===== config.mk =====
export PLATFORM = sky130hd
export DESIGN_NAME = qmaxpool_unit
export DESIGN_NICKNAME = d
export VERILOG_FILES = /design/src/rtl/qmp_pkg.sv /design/src/rtl/qmp_absfront.sv /design/src/rtl/qmp_stage.sv /design/src/rtl/qmaxpool_unit.sv
export SDC_FILE = /design/constraint.sdc
export NUM_CORES = 1
export LEC_CHECK = 0
export BUFFER_PORTS_ARGS = -buffer_cell sky130_fd_sc_hd__buf_2
export CORE_MARGIN = 2
export CORE_UTILIZATION = 50
export CTS_BUF_LIST = sky130_fd_sc_hd__clkbuf_4
export DETAILED_ROUTE_END_ITERATION = 16
export GPL_ROUTABILITY_DRIVEN = 0
export PLACE_DENSITY = 0.7
export SYNTH_ARGS = -nofsm -noshare
export SYNTH_HDL_FRONTEND = slang
export SYNTH_HIERARCHICAL = 1
export SYNTH_SLANG_ARGS = --single-unit

===== constraint.sdc =====
create_clock -name clk -period 1.85 [get_ports clk]
set_input_delay 0.185 -clock clk [delete_from_list [all_inputs] [get_ports clk]]
set_output_delay 0.185 -clock clk [all_outputs]
set_load 0.03 [all_outputs]

===== src/rtl/qmp_pkg.sv =====
package qmp_pkg;

  typedef enum logic {
    MODE_QONLY = 1'b0,
    MODE_POOL  = 1'b1
  } qmode_e;

  localparam int CODE_W     = 2;
  localparam int NUM_STAGES = 3;

  typedef logic [CODE_W-1:0] qcode_t;

  // Threshold of a stage: stage 0 tests the highest level (5/6), stage 1
  // the middle level (1/2), stage 2 the lowest level (1/6).
  function automatic int unsigned stage_thresh(input int unsigned frac_w, input int stage);
    int unsigned one;
    one = 32'd1 << frac_w;
    case (stage)
      0:       return (5 * one) / 6;
      1:       return one / 2;
      default: return one / 6;
    endcase
  endfunction

  // Code that a stage issues when its threshold is exceeded.
  function automatic qcode_t stage_level(input int stage);
    return qcode_t'(NUM_STAGES - stage);
  endfunction

endpackage


===== src/rtl/qmp_absfront.sv =====
module qmp_absfront #(
  parameter int ACC_W = 16
) (
  input  logic signed [ACC_W-1:0] i_data,
  output logic        [ACC_W-1:0] o_mag
);

  // The magnitude is unsigned, so the most negative input keeps its full
  // value of 2^(ACC_W-1).
  always_comb begin
    if (i_data[ACC_W-1]) o_mag = $unsigned(-i_data);
    else                 o_mag = $unsigned(i_data);
  end

endmodule


===== src/rtl/qmp_stage.sv =====
module qmp_stage
  import qmp_pkg::*;
#(
  parameter int          MAG_W  = 16,
  parameter int unsigned THRESH = 0,
  parameter qcode_t      LEVEL  = 2'd3
) (
  input  logic             clk,
  input  logic             rst,
  input  logic             i_valid,
  input  logic             i_pool,
  input  logic             i_first,
  input  logic             i_last,
  input  logic [MAG_W-1:0] i_mag,
  input  qcode_t           i_code,
  input  logic             i_blk,
  output logic             o_valid,
  output logic             o_pool,
  output logic             o_first,
  output logic             o_last,
  output logic [MAG_W-1:0] o_mag,
  output qcode_t           o_code,
  output logic             o_blk
);

  localparam logic [MAG_W-1:0] THR = MAG_W'(THRESH);

  logic keep;
  logic cmp_en;
  logic cmp_hit;

  // In pooling mode a flag that is already set holds for the rest of the
  // window. A window start drops it.
  assign keep    = i_pool & ~i_first & o_blk;
  // The comparator is only enabled when no earlier decision exists.
  assign cmp_en  = i_valid & ~i_blk & ~keep;
  assign cmp_hit = cmp_en & (i_mag > THR);

  always_ff @(posedge clk) begin
    if (rst) begin
      o_valid <= 1'b0;
      o_pool  <= 1'b0;
      o_first <= 1'b0;
      o_last  <= 1'b0;
      o_mag   <= '0;
      o_code  <= '0;
      o_blk   <= 1'b0;
    end else begin
      o_valid <= i_valid;
      if (i_valid) begin
        o_pool  <= i_pool;
        o_first <= i_first;
        o_last  <= i_last;
        o_mag   <= i_mag;
        o_blk   <= i_blk | keep | cmp_hit;
        if (i_blk)                o_code <= i_code;
        else if (keep | cmp_hit)  o_code <= LEVEL;
        else                      o_code <= '0;
      end
    end
  end

  AST_BLOCK_CARRY: assert property (@(posedge clk) disable iff (rst)
    (i_valid && i_blk) |=> (o_blk && o_code == $past(i_code)));

  AST_WINDOW_HOLD: assert property (@(posedge clk) disable iff (rst)
    (i_valid && i_pool && !i_first && o_blk) |=> o_blk);

  AST_IDLE_HOLD: assert property (@(posedge clk) disable iff (rst)
    !i_valid |=> ($stable(o_code) && $stable(o_blk)));

endmodule


===== src/rtl/qmaxpool_unit.sv =====
module qmaxpool_unit
  import qmp_pkg::*;
#(
  parameter int ACC_W  = 16,
  parameter int FRAC_W = 8
) (
  input  logic                    clk,
  input  logic                    rst,
  input  logic                    pool_mode,
  input  logic                    in_valid,
  input  logic                    in_first,
  input  logic                    in_last,
  input  logic signed [ACC_W-1:0] in_data,
  output logic                    out_valid,
  output logic [CODE_W-1:0]       out_code
);

  localparam int LAST = NUM_STAGES;

  logic [NUM_STAGES:0] s_valid;
  logic [NUM_STAGES:0] s_pool;
  logic [NUM_STAGES:0] s_first;
  logic [NUM_STAGES:0] s_last;
  logic [NUM_STAGES:0] s_blk;
  logic [ACC_W-1:0]    s_mag  [NUM_STAGES+1];
  qcode_t              s_code [NUM_STAGES+1];
  logic                release_now;

  qmp_absfront #(.ACC_W(ACC_W)) u_abs (
    .i_data (in_data),
    .o_mag  (s_mag[0])
  );

  assign s_valid[0] = in_valid;
  assign s_pool[0]  = (pool_mode == MODE_POOL);
  assign s_first[0] = in_first;
  assign s_last[0]  = in_last;
  assign s_blk[0]   = 1'b0;
  assign s_code[0]  = '0;

  for (genvar g = 0; g < NUM_STAGES; g++) begin : g_stage
    qmp_stage #(
      .MAG_W  (ACC_W),
      .THRESH (stage_thresh(FRAC_W, g)),
      .LEVEL  (stage_level(g))
    ) u_stage (
      .clk     (clk),
      .rst     (rst),
      .i_valid (s_valid[g]),
      .i_pool  (s_pool[g]),
      .i_first (s_first[g]),
      .i_last  (s_last[g]),
      .i_mag   (s_mag[g]),
      .i_code  (s_code[g]),
      .i_blk   (s_blk[g]),
      .o_valid (s_valid[g+1]),
      .o_pool  (s_pool[g+1]),
      .o_first (s_first[g+1]),
      .o_last  (s_last[g+1]),
      .o_mag   (s_mag[g+1]),
      .o_code  (s_code[g+1]),
      .o_blk   (s_blk[g+1])
    );
  end

  // A quantize-only pixel is released at once. A pooling result waits for
  // the window-end pixel.
  assign release_now = s_valid[LAST] & (~s_pool[LAST] | s_last[LAST]);

  always_ff @(posedge clk) begin
    if (rst) begin
      out_valid <= 1'b0;
      out_code  <= '0;
    end else begin
      out_valid <= release_now;
      if (release_now) out_code <= s_code[LAST];
    end
  end

  function automatic qcode_t quantize(input logic [ACC_W-1:0] m);
    if (m > ACC_W'(stage_thresh(FRAC_W, 0)))      return 2'd3;
    else if (m > ACC_W'(stage_thresh(FRAC_W, 1))) return 2'd2;
    else if (m > ACC_W'(stage_thresh(FRAC_W, 2))) return 2'd1;
    else                                          return 2'd0;
  endfunction

  AST_RESULT_LATENCY: assert property (@(posedge clk) disable iff (rst)
    out_valid |-> $past(in_valid, 4));

  AST_QONLY_STREAM: assert property (@(posedge clk) disable iff (rst)
    ($past(in_valid, 4) && !$past(pool_mode, 4) && !$past(rst, 1) && !$past(rst, 2)
     && !$past(rst, 3) && !$past(rst, 4)) |-> out_valid);

  AST_POOL_END_ONLY: assert property (@(posedge clk) disable iff (rst)
    (out_valid && $past(pool_mode, 4)) |-> $past(in_last, 4));

  AST_UNFLAGGED_BELOW: assert property (@(posedge clk) disable iff (rst)
    (s_valid[LAST] && !s_blk[LAST]) |-> (s_mag[LAST] <= ACC_W'(stage_thresh(FRAC_W, 2))));

  AST_SINGLE_WINDOW: assert property (@(posedge clk) disable iff (rst)
    (s_valid[LAST] && s_pool[LAST] && s_first[LAST] && s_last[LAST])
      |-> (s_code[LAST] == quantize(s_mag[LAST])));

endmodule


==> report_table.html, run 1 <==
<table>
<tr><th>Metric</th><th>Value</th></tr>
<tr><th colspan="2">Route</th></tr>
<tr><td>Via-per-instance ratio</td><td>5.00</td></tr>
<tr><td>Detailed-route wire length per cell</td><td>12.3 um</td></tr>
<tr><td>Detailed Route Iter0 Violations</td><td>68</td></tr>
<tr><td>Total via count in the routed design</td><td>1881</td></tr>
<tr><td>TritonRoute pass-1 iters</td><td>4</td></tr>
<tr><td>Number of nets with antenna violations after detailed routing</td><td>0</td></tr>
<tr><td>Total wirelength of the detailed-routed design</td><td>4610 um</td></tr>
<tr><td>Remaining routing DRC violations</td><td>0</td></tr>
<tr><th colspan="2">Floorplan</th></tr>
<tr><td>Effective utilization at floorplan</td><td>0.528</td></tr>
<tr><td>Die height</td><td>75.3 um</td></tr>
<tr><td>Die boundary width</td><td>75.3 um</td></tr>
<tr><td>Core area</td><td>4820 sq um</td></tr>
<tr><td>Cell row count</td><td>25</td></tr>
<tr><td>DIE AREA</td><td>5670 sq um</td></tr>
<tr><td>Boundary pin count</td><td>25</td></tr>
<tr><th colspan="2">GRT</th></tr>
<tr><td>Number of global-route vias before repair</td><td>1679</td></tr>
<tr><td>Global-route wire length before repair</td><td>7560 um</td></tr>
<tr><td>Pin count of the biggest net entering global routing</td><td>38</td></tr>
<tr><td>Overall track demand over capacity in global routing</td><td>0.173</td></tr>
<tr><td>Global-route congestion overflow total</td><td>0</td></tr>
<tr><td>Antenna violations before repair</td><td>0</td></tr>
<tr><th colspan="2">CTS</th></tr>
<tr><td>Number of clock buffers inserted by TritonCTS</td><td>5</td></tr>
<tr><td>Worst-skew pair later-pin latency</td><td>0.37 ns</td></tr>
<tr><td>Longest Clk Path Bufs</td><td>2</td></tr>
<tr><td>Count of hold-fix buffers inserted at cts</td><td>0</td></tr>
<tr><td>Buffers inserted by post-CTS timing repair</td><td>0</td></tr>
<tr><td>CTS tree</td><td>done</td></tr>
<tr><td>Clock slew at reported path FFs</td><td>0.15 ns</td></tr>
<tr><td>Clk root buf</td><td>sky130_fd_sc_hd__clkbuf_4</td></tr>
<tr><td>CTS sink count</td><td>55</td></tr>
<tr><td>CTS-repair resized insts</td><td>0</td></tr>
<tr><td>Number of H-tree levels</td><td>2</td></tr>
<tr><th colspan="2">Worst setup path</th></tr>
<tr><td>Category of the worst setup path capture point</td><td>flip-flop</td></tr>
<tr><td>Category of the most critical setup path</td><td>in -&gt; reg</td></tr>
<tr><td>Data arrival time at the worst-slack endpoint</td><td>1.83 ns</td></tr>
<tr><td>Critical path startpoint</td><td>in_data[6]</td></tr>
<tr><td>Endpoint of the worst register-to-register path</td><td>g_stage[1].u_stage/o_code[1]</td></tr>
<tr><td>Slack of the worst reg-to-reg path</td><td>0.66 ns</td></tr>
<tr><td>Worst R2R Path Depth</td><td>4</td></tr>
<tr><td>Critical Path Fanout Max</td><td>3</td></tr>
<tr><td>Crit start category</td><td>input pin</td></tr>
<tr><td>Worst Path Required</td><td>2.10 ns</td></tr>
<tr><td>Capturing element of the worst setup path</td><td>g_stage[0].u_stage/o_code[0]</td></tr>
<tr><td>Startpoint of the worst register-to-register path</td><td>g_stage[0].u_stage/o_mag[15]</td></tr>
<tr><th colspan="2">Power and ir drop</th></tr>
<tr><td>Pwr Density</td><td>737 nW/um^2</td></tr>
<tr><td>Leak pwr</td><td>1.19 nW</td></tr>
<tr><td>Largest voltage drop on the vdd net</td><td>0.273 mV</td></tr>
<tr><td>Total Power Consumption</td><td>2.13 mW</td></tr>
<tr><th colspan="2">Place</th></tr>
<tr><td>HPWL after DPL</td><td>3480 um</td></tr>
<tr><td>Area of placed instances</td><td>2840 sq um</td></tr>
<tr><td>Count of port buffers added during placement</td><td>24</td></tr>
<tr><th colspan="2">STA</th></tr>
<tr><td>Worst clock skew</td><td>0.00579 ns</td></tr>
<tr><td>Normalized max-slew margin</td><td>0.590</td></tr>
<tr><td>Slew at the pin closest to its max-slew limit</td><td>0.615 ns</td></tr>
<tr><td>Endpoints failing setup</td><td>0</td></tr>
<tr><td>Fin crit period</td><td>1.58 ns</td></tr>
<tr><td>Worst hold margin</td><td>0.0413 ns</td></tr>
<tr><td>Max-slew violation count</td><td>0</td></tr>
<tr><td>Tcrit/Tclk final</td><td>0.854</td></tr>
<tr><td>Fmax achieved</td><td>0.633 GHz</td></tr>
<tr><td>Setup repair after global routing missed its margin</td><td>no</td></tr>
<tr><td>Count of endpoints failing hold in the final timing report</td><td>0</td></tr>
<tr><th colspan="2">Finish</th></tr>
<tr><td>Synth-to-Final Area Change</td><td>13.8%</td></tr>
<tr><td>Share of cells above drive strength 1</td><td>0.220</td></tr>
<tr><td>Number of diodes</td><td>0</td></tr>
<tr><td>Final design area excluding fillers</td><td>2900 sq um</td></tr>
<tr><td>Number of nets at the end of the flow</td><td>331</td></tr>
<tr><th colspan="2">Flow run</th></tr>
<tr><td>Total of max-cap violations</td><td>0</td></tr>
<tr><th colspan="2">Yosys</th></tr>
<tr><td>Post-synthesis instance total</td><td>266</td></tr>
<tr><td>Post-Synthesis Mean Instance Area</td><td>9.56 sq um</td></tr>
<tr><td>Count of warnings emitted by yosys</td><td>6</td></tr>
<tr><td>Area of the mapped netlist</td><td>2540 sq um</td></tr>
<tr><th colspan="2">Outcome</th></tr>
<tr><td>Outcome</td><td>completed</td></tr>
<tr><th colspan="2">Worst hold path</th></tr>
<tr><td>Min-Delay Path Class</td><td>in -&gt; reg</td></tr>
</table>
## sequential cells by signal (all words and copies together) (netlist names)
name	flops
g_stage.u_stage/o_blk	3
g_stage.u_stage/o_last	3
g_stage.u_stage/o_pool	3
out_code	2
g_stage.u_stage/o_valid	3
g_stage.u_stage/o_code	6
g_stage.u_stage/o_first	2
out_valid	1
g_stage.u_stage/o_mag	32
## how the worst min path moves through the flow
stage	cells past startpoint	end	startpoint	slack [ns]
global placement	3	g_stage[0].u_stage/o_last	in_last	0.42
global route	3	g_stage[0].u_stage/o_last	in_last	0.05
floorplan	1	g_stage[0].u_stage/o_valid	rst	0.26
finish	3	g_stage[0].u_stage/o_last	in_last	0.04
detailed placement	3	g_stage[0].u_stage/o_last	in_last	0.44
CTS	3	g_stage[0].u_stage/o_last	in_last	0.04
## metal layers
layer | GRT usage | share of wire | vias up
met2 | 0.278 | 0.47 | 35
met3 | 0.0238 | 0.032 | 5
met4 | 0.0819 | 0.017 | 0
li1 | - | - | 998
met1 | 0.230 | 0.48 | 843
met5 | 0 | 0 | -
## report_power, final
| group | switching (mW) | total (mW) | internal, mW |
|---|---|---|---|
| Clock | 0.361 | 0.523 | 0.162 |
| Sequential | 0.0471 | 1.29 | 1.24 |
| Combinational | 0.164 | 0.324 | 0.160 |
| Total | 0.572 | 2.13 | 1.56 |
## layout by cell type, fill, tap and decap left out, drive strengths merged, types with 3 or more instances in the layout
cell	n
xnor2	6
conb	4
a21oi	5
a41oi	3
nand2b	8
a211oi	4
dfxtp	55
nor4	8
buf	47
clkbuf	6
nor3	10
xor2	6
o21ai	7
nor2b	4
nor2	50
nand2	8
inv	9
nand3b	4
mux2i	42
## through the flow
| stage | util | worst slack, ns | TNS [ns] | std cells |
|---|---|---|---|---|
| 4_1_cts | 0.601 | 0.255 | 0 | 376 |
| 3_3_place_gp | 0.589 | -0.130 | -0.386 | 368 |
| 6_report | 0.601 | 0.271 | 0 | 376 |
| 5_1_grt | 0.601 | 0.0934 | 0 | 376 |
| 3_5_place_dp | 0.589 | -0.170 | -0.482 | 368 |
| 2_1_floorplan | - | 0.0873 | 0 | 269 |
## area by class of cell
cell class	count	area, sq um
fillers	472	1920
repair buffers	47	305
clock buffers	6	45.0
multi-input cells	190	1310
well taps	67	83.8
clock inverters	2	12.5
inverters	9	33.8
flip-flops and latches	55	1100
## critical path: stages
cell and delay, ns:
sky130_fd_sc_hd__buf_2 0.11, sky130_fd_sc_hd__or4_1 0.55, sky130_fd_sc_hd__o41ai_2 0.24, sky130_fd_sc_hd__xnor2_1 0.14
sky130_fd_sc_hd__nor4_2 0.21, sky130_fd_sc_hd__nand2_1 0.09, sky130_fd_sc_hd__nor3_2 0.23, sky130_fd_sc_hd__nor3_1 0.08
Note: power is estimated with default switching activity, not from simulation.
==> run 2, diff against run 1 <==
Settings changed: PLACE_DENSITY 0.7 to 0.67.
Clock period 1.85 ns to 2.1 ns, I/O delays scaled along.
==> run 2 against run 1 <==
  * Routed wire length is 1.4% higher
  * Worst hold slack better by 0.045 ns
  * Count of clock-buffer cells in the layout stayed put
  * Clock skew is 0.0048 ns higher
  * Cell area is 3.5% lower
  * Non-clock buffer count is 16 lower
  * Final cell count is 4.5% lower
  * Power is 8.4% lower
  * Clock power is 6.1% higher
  * Sequential power is 12% lower
  * Setup slack better by 0.20 ns
  * Largest power group unchanged
  * First-iteration DRC count is 10% lower
==> report_table.html, run 2 (synthesis results as in run 1) <==
<table>
<tr><th>Metric</th><th>Value</th></tr>
<tr><th colspan="2">Outcome</th></tr>
<tr><td>Outcome</td><td>completed</td></tr>
<tr><th colspan="2">Finish</th></tr>
<tr><td>Flip-flop count of the largest register after layout</td><td>32</td></tr>
<tr><td>Synth-to-Final Area Change</td><td>9.79%</td></tr>
<tr><td>Biggest regs</td><td>g_stage.u_stage/o_mag (32), g_stage.u_stage/o_code (6)</td></tr>
<tr><td>Number of nets at the end of the flow</td><td>315</td></tr>
<tr><td>Register ranked first by flip-flop count</td><td>g_stage.u_stage/o_mag</td></tr>
<tr><td>Number of diodes</td><td>0</td></tr>
<tr><td>Commonest non-fill, non-tap cells in the layout</td><td>sky130_fd_sc_hd__dfxtp_1 (55), sky130_fd_sc_hd__nor2_1 (50), sky130_fd_sc_hd__mux2i_1 (42)</td></tr>
<tr><td>Most common cell after layout, fill and taps aside</td><td>sky130_fd_sc_hd__dfxtp_1</td></tr>
<tr><td>Share of cells above drive strength 1</td><td>0.175</td></tr>
<tr><td>Final design area excluding fillers</td><td>2790 sq um</td></tr>
<tr><th colspan="2">STA</th></tr>
<tr><td>Tcrit/Tclk final</td><td>0.776</td></tr>
<tr><td>Fin crit period</td><td>1.63 ns</td></tr>
<tr><td>Max-slew violation count</td><td>0</td></tr>
<tr><td>Worst clock skew</td><td>0.0105 ns</td></tr>
<tr><td>Fmax achieved</td><td>0.613 GHz</td></tr>
<tr><td>Count of endpoints failing hold in the final timing report</td><td>0</td></tr>
<tr><td>Total negative slack for setup checks</td><td>0 ns</td></tr>
<tr><td>Setup repair after global routing missed its margin</td><td>no</td></tr>
<tr><td>Endpoints failing setup</td><td>0</td></tr>
<tr><th colspan="2">Route</th></tr>
<tr><td>Number of nets with antenna violations after detailed routing</td><td>0</td></tr>
<tr><td>Total wirelength of the detailed-routed design</td><td>4670 um</td></tr>
<tr><td>TritonRoute pass-1 iters</td><td>4</td></tr>
<tr><td>Detailed Route Iter0 Violations</td><td>61</td></tr>
<tr><td>Detailed-route wire length per cell</td><td>13.0 um</td></tr>
<tr><td>Remaining routing DRC violations</td><td>0</td></tr>
<tr><td>Via-per-instance ratio</td><td>5.23</td></tr>
<tr><td>Total via count in the routed design</td><td>1876</td></tr>
<tr><th colspan="2">Worst hold path</th></tr>
<tr><td>Min-Delay Path Class</td><td>in -&gt; reg</td></tr>
<tr><td>Cell depth of the worst hold path</td><td>3</td></tr>
<tr><td>Origin of the worst min-delay path</td><td>in_last</td></tr>
<tr><td>Hold worst-path end</td><td>g_stage[0].u_stage/o_last</td></tr>
<tr><th colspan="2">Power and ir drop</th></tr>
<tr><td>Largest voltage drop on the vdd net</td><td>0.403 mV</td></tr>
<tr><td>Leak pwr</td><td>1.12 nW</td></tr>
<tr><td>Pwr Density</td><td>700 nW/um^2</td></tr>
<tr><th colspan="2">CTS</th></tr>
<tr><td>CTS tree</td><td>done</td></tr>
<tr><td>Count of hold-fix buffers inserted at cts</td><td>0</td></tr>
<tr><td>Buffers inserted by post-CTS timing repair</td><td>0</td></tr>
<tr><td>Clock slew at reported path FFs</td><td>0.13 ns</td></tr>
<tr><td>Longest Clk Path Bufs</td><td>2</td></tr>
<tr><td>Worst-skew pair later-pin latency</td><td>0.36 ns</td></tr>
<tr><td>Number of H-tree levels</td><td>2</td></tr>
<tr><td>CTS-repair resized insts</td><td>0</td></tr>
<tr><td>CTS sink count</td><td>55</td></tr>
<tr><td>Number of clock buffers inserted by TritonCTS</td><td>5</td></tr>
<tr><td>Clk root buf</td><td>sky130_fd_sc_hd__clkbuf_4</td></tr>
<tr><th colspan="2">Floorplan</th></tr>
<tr><td>Die boundary width</td><td>75.3 um</td></tr>
<tr><td>DIE AREA</td><td>5670 sq um</td></tr>
<tr><td>Die height</td><td>75.3 um</td></tr>
<tr><td>Effective utilization at floorplan</td><td>0.528</td></tr>
<tr><td>Boundary pin count</td><td>25</td></tr>
<tr><td>Cell row count</td><td>25</td></tr>
<tr><td>Core area</td><td>4820 sq um</td></tr>
<tr><th colspan="2">Worst setup path</th></tr>
<tr><td>Startpoint of the worst register-to-register path</td><td>g_stage[0].u_stage/o_mag[6]</td></tr>
<tr><td>Crit path cell chain</td><td>buf_2 &gt; or4_1 &gt; o41ai_2 &gt; xnor2_1 &gt; nor4_2 &gt; nand2_1 &gt; nor3_2 &gt; nor3_1</td></tr>
<tr><td>Endpoint of the worst register-to-register path</td><td>g_stage[1].u_stage/o_code[1]</td></tr>
<tr><td>Category of the most critical setup path</td><td>in -&gt; reg</td></tr>
<tr><td>Category of the worst setup path capture point</td><td>flip-flop</td></tr>
<tr><td>Data arrival time at the worst-slack endpoint</td><td>1.89 ns</td></tr>
<tr><td>Worst Path Required</td><td>2.36 ns</td></tr>
<tr><td>Delay of the slowest cell on the worst path</td><td>0.56 ns</td></tr>
<tr><td>Slack of the worst reg-to-reg path</td><td>0.88 ns</td></tr>
<tr><td>Buf/Inv on CP</td><td>1</td></tr>
<tr><td>Slowest cell on the critical path</td><td>sky130_fd_sc_hd__or4_1</td></tr>
<tr><td>Worst R2R Path Depth</td><td>4</td></tr>
<tr><td>Cell family contributing the most delay on the critical path</td><td>simple AND/OR/NAND/NOR gates</td></tr>
<tr><td>Crit start category</td><td>input pin</td></tr>
<tr><td>Critical Path Fanout Max</td><td>4</td></tr>
<tr><th colspan="2">GRT</th></tr>
<tr><td>Pin count of the biggest net entering global routing</td><td>31</td></tr>
<tr><td>Global-route wire length before repair</td><td>7690 um</td></tr>
<tr><td>Antenna violations before repair</td><td>0</td></tr>
<tr><td>Global-route congestion overflow total</td><td>0</td></tr>
<tr><td>Number of global-route vias before repair</td><td>1666</td></tr>
<tr><td>Overall track demand over capacity in global routing</td><td>0.177</td></tr>
<tr><th colspan="2">Place</th></tr>
<tr><td>Count of port buffers added during placement</td><td>24</td></tr>
<tr><td>Area of placed instances</td><td>2720 sq um</td></tr>
<tr><td>HPWL after DPL</td><td>3440 um</td></tr>
<tr><th colspan="2">Flow run</th></tr>
<tr><td>Total of max-cap violations</td><td>0</td></tr>
</table>
[run 2: cell count changes in the layout (fill, tap and decap cells not counted)]
cell / before / now
sky130_fd_sc_hd__clkinvlp_4: 1 / 0
sky130_fd_sc_hd__buf_4: 22 / 6
sky130_fd_sc_hd__bufinv_16: 0 / 1
sky130_fd_sc_hd__clkinv_2: 1 / 0
[run 2: how the worst max path moves through the flow]
stage,from,endpoint,slack [ns],cells past startpoint
2_1_floorplan,in_data[6],g_stage[0].u_stage/o_code[0],0.31,7
3_3_place_gp,in_data[6],g_stage[0].u_stage/o_blk,0.12,8
3_5_place_dp,in_data[6],g_stage[0].u_stage/o_blk,0.09,8
4_1_cts,in_data[6],g_stage[0].u_stage/o_blk,0.49,8
5_1_grt,in_data[6],g_stage[0].u_stage/o_code[0],0.40,8
6_report,in_data[6],g_stage[0].u_stage/o_blk,0.47,8
[run 2: worst reg2reg max path, stage by stage, from the launching register on]
cell	delay, ns
sky130_fd_sc_hd__dfxtp_1	0.36
sky130_fd_sc_hd__nor4_1	0.35
sky130_fd_sc_hd__nand2_1	0.13
sky130_fd_sc_hd__a21oi_2	0.18
sky130_fd_sc_hd__o32ai_1	0.10
[run 2: power breakdown]
part           leakage (nW)  internal (mW)  switching (mW)
logic                 0.631          0.122           0.147
registers             0.449           1.09          0.0387
clock network        0.0417          0.259           0.296
[run 2: cell type report]
type	instances	area [sq um]
fill	465	2020
multi-input combinational	190	1310
sequential	55	1100
timing repair buffer	31	185
tap	67	83.8
clock buffer	6	45.0
inverter	9	33.8
clock inverter	1	30.0
[run 2: through the flow]
step                       util  setup WS (ns)  total power, mW  instances  hold WS [ns]
final                     0.580          0.469             1.95        359        0.0858
after detailed placement  0.564         0.0885             1.42        352         0.461
after global routing      0.580          0.395             2.06        359        0.0715
after CTS                 0.580          0.485             1.97        359        0.0747
after global placement    0.564          0.117             1.42        352         0.453
after floorplan               -          0.312             1.34        269         0.282
[run 2: routing by layer]
layer	part of all wire	GRT usage
met1	0.49	0.244
met2	0.46	0.275
met3	0.033	0.0397
met4	0.015	0.0643
met5	0	0
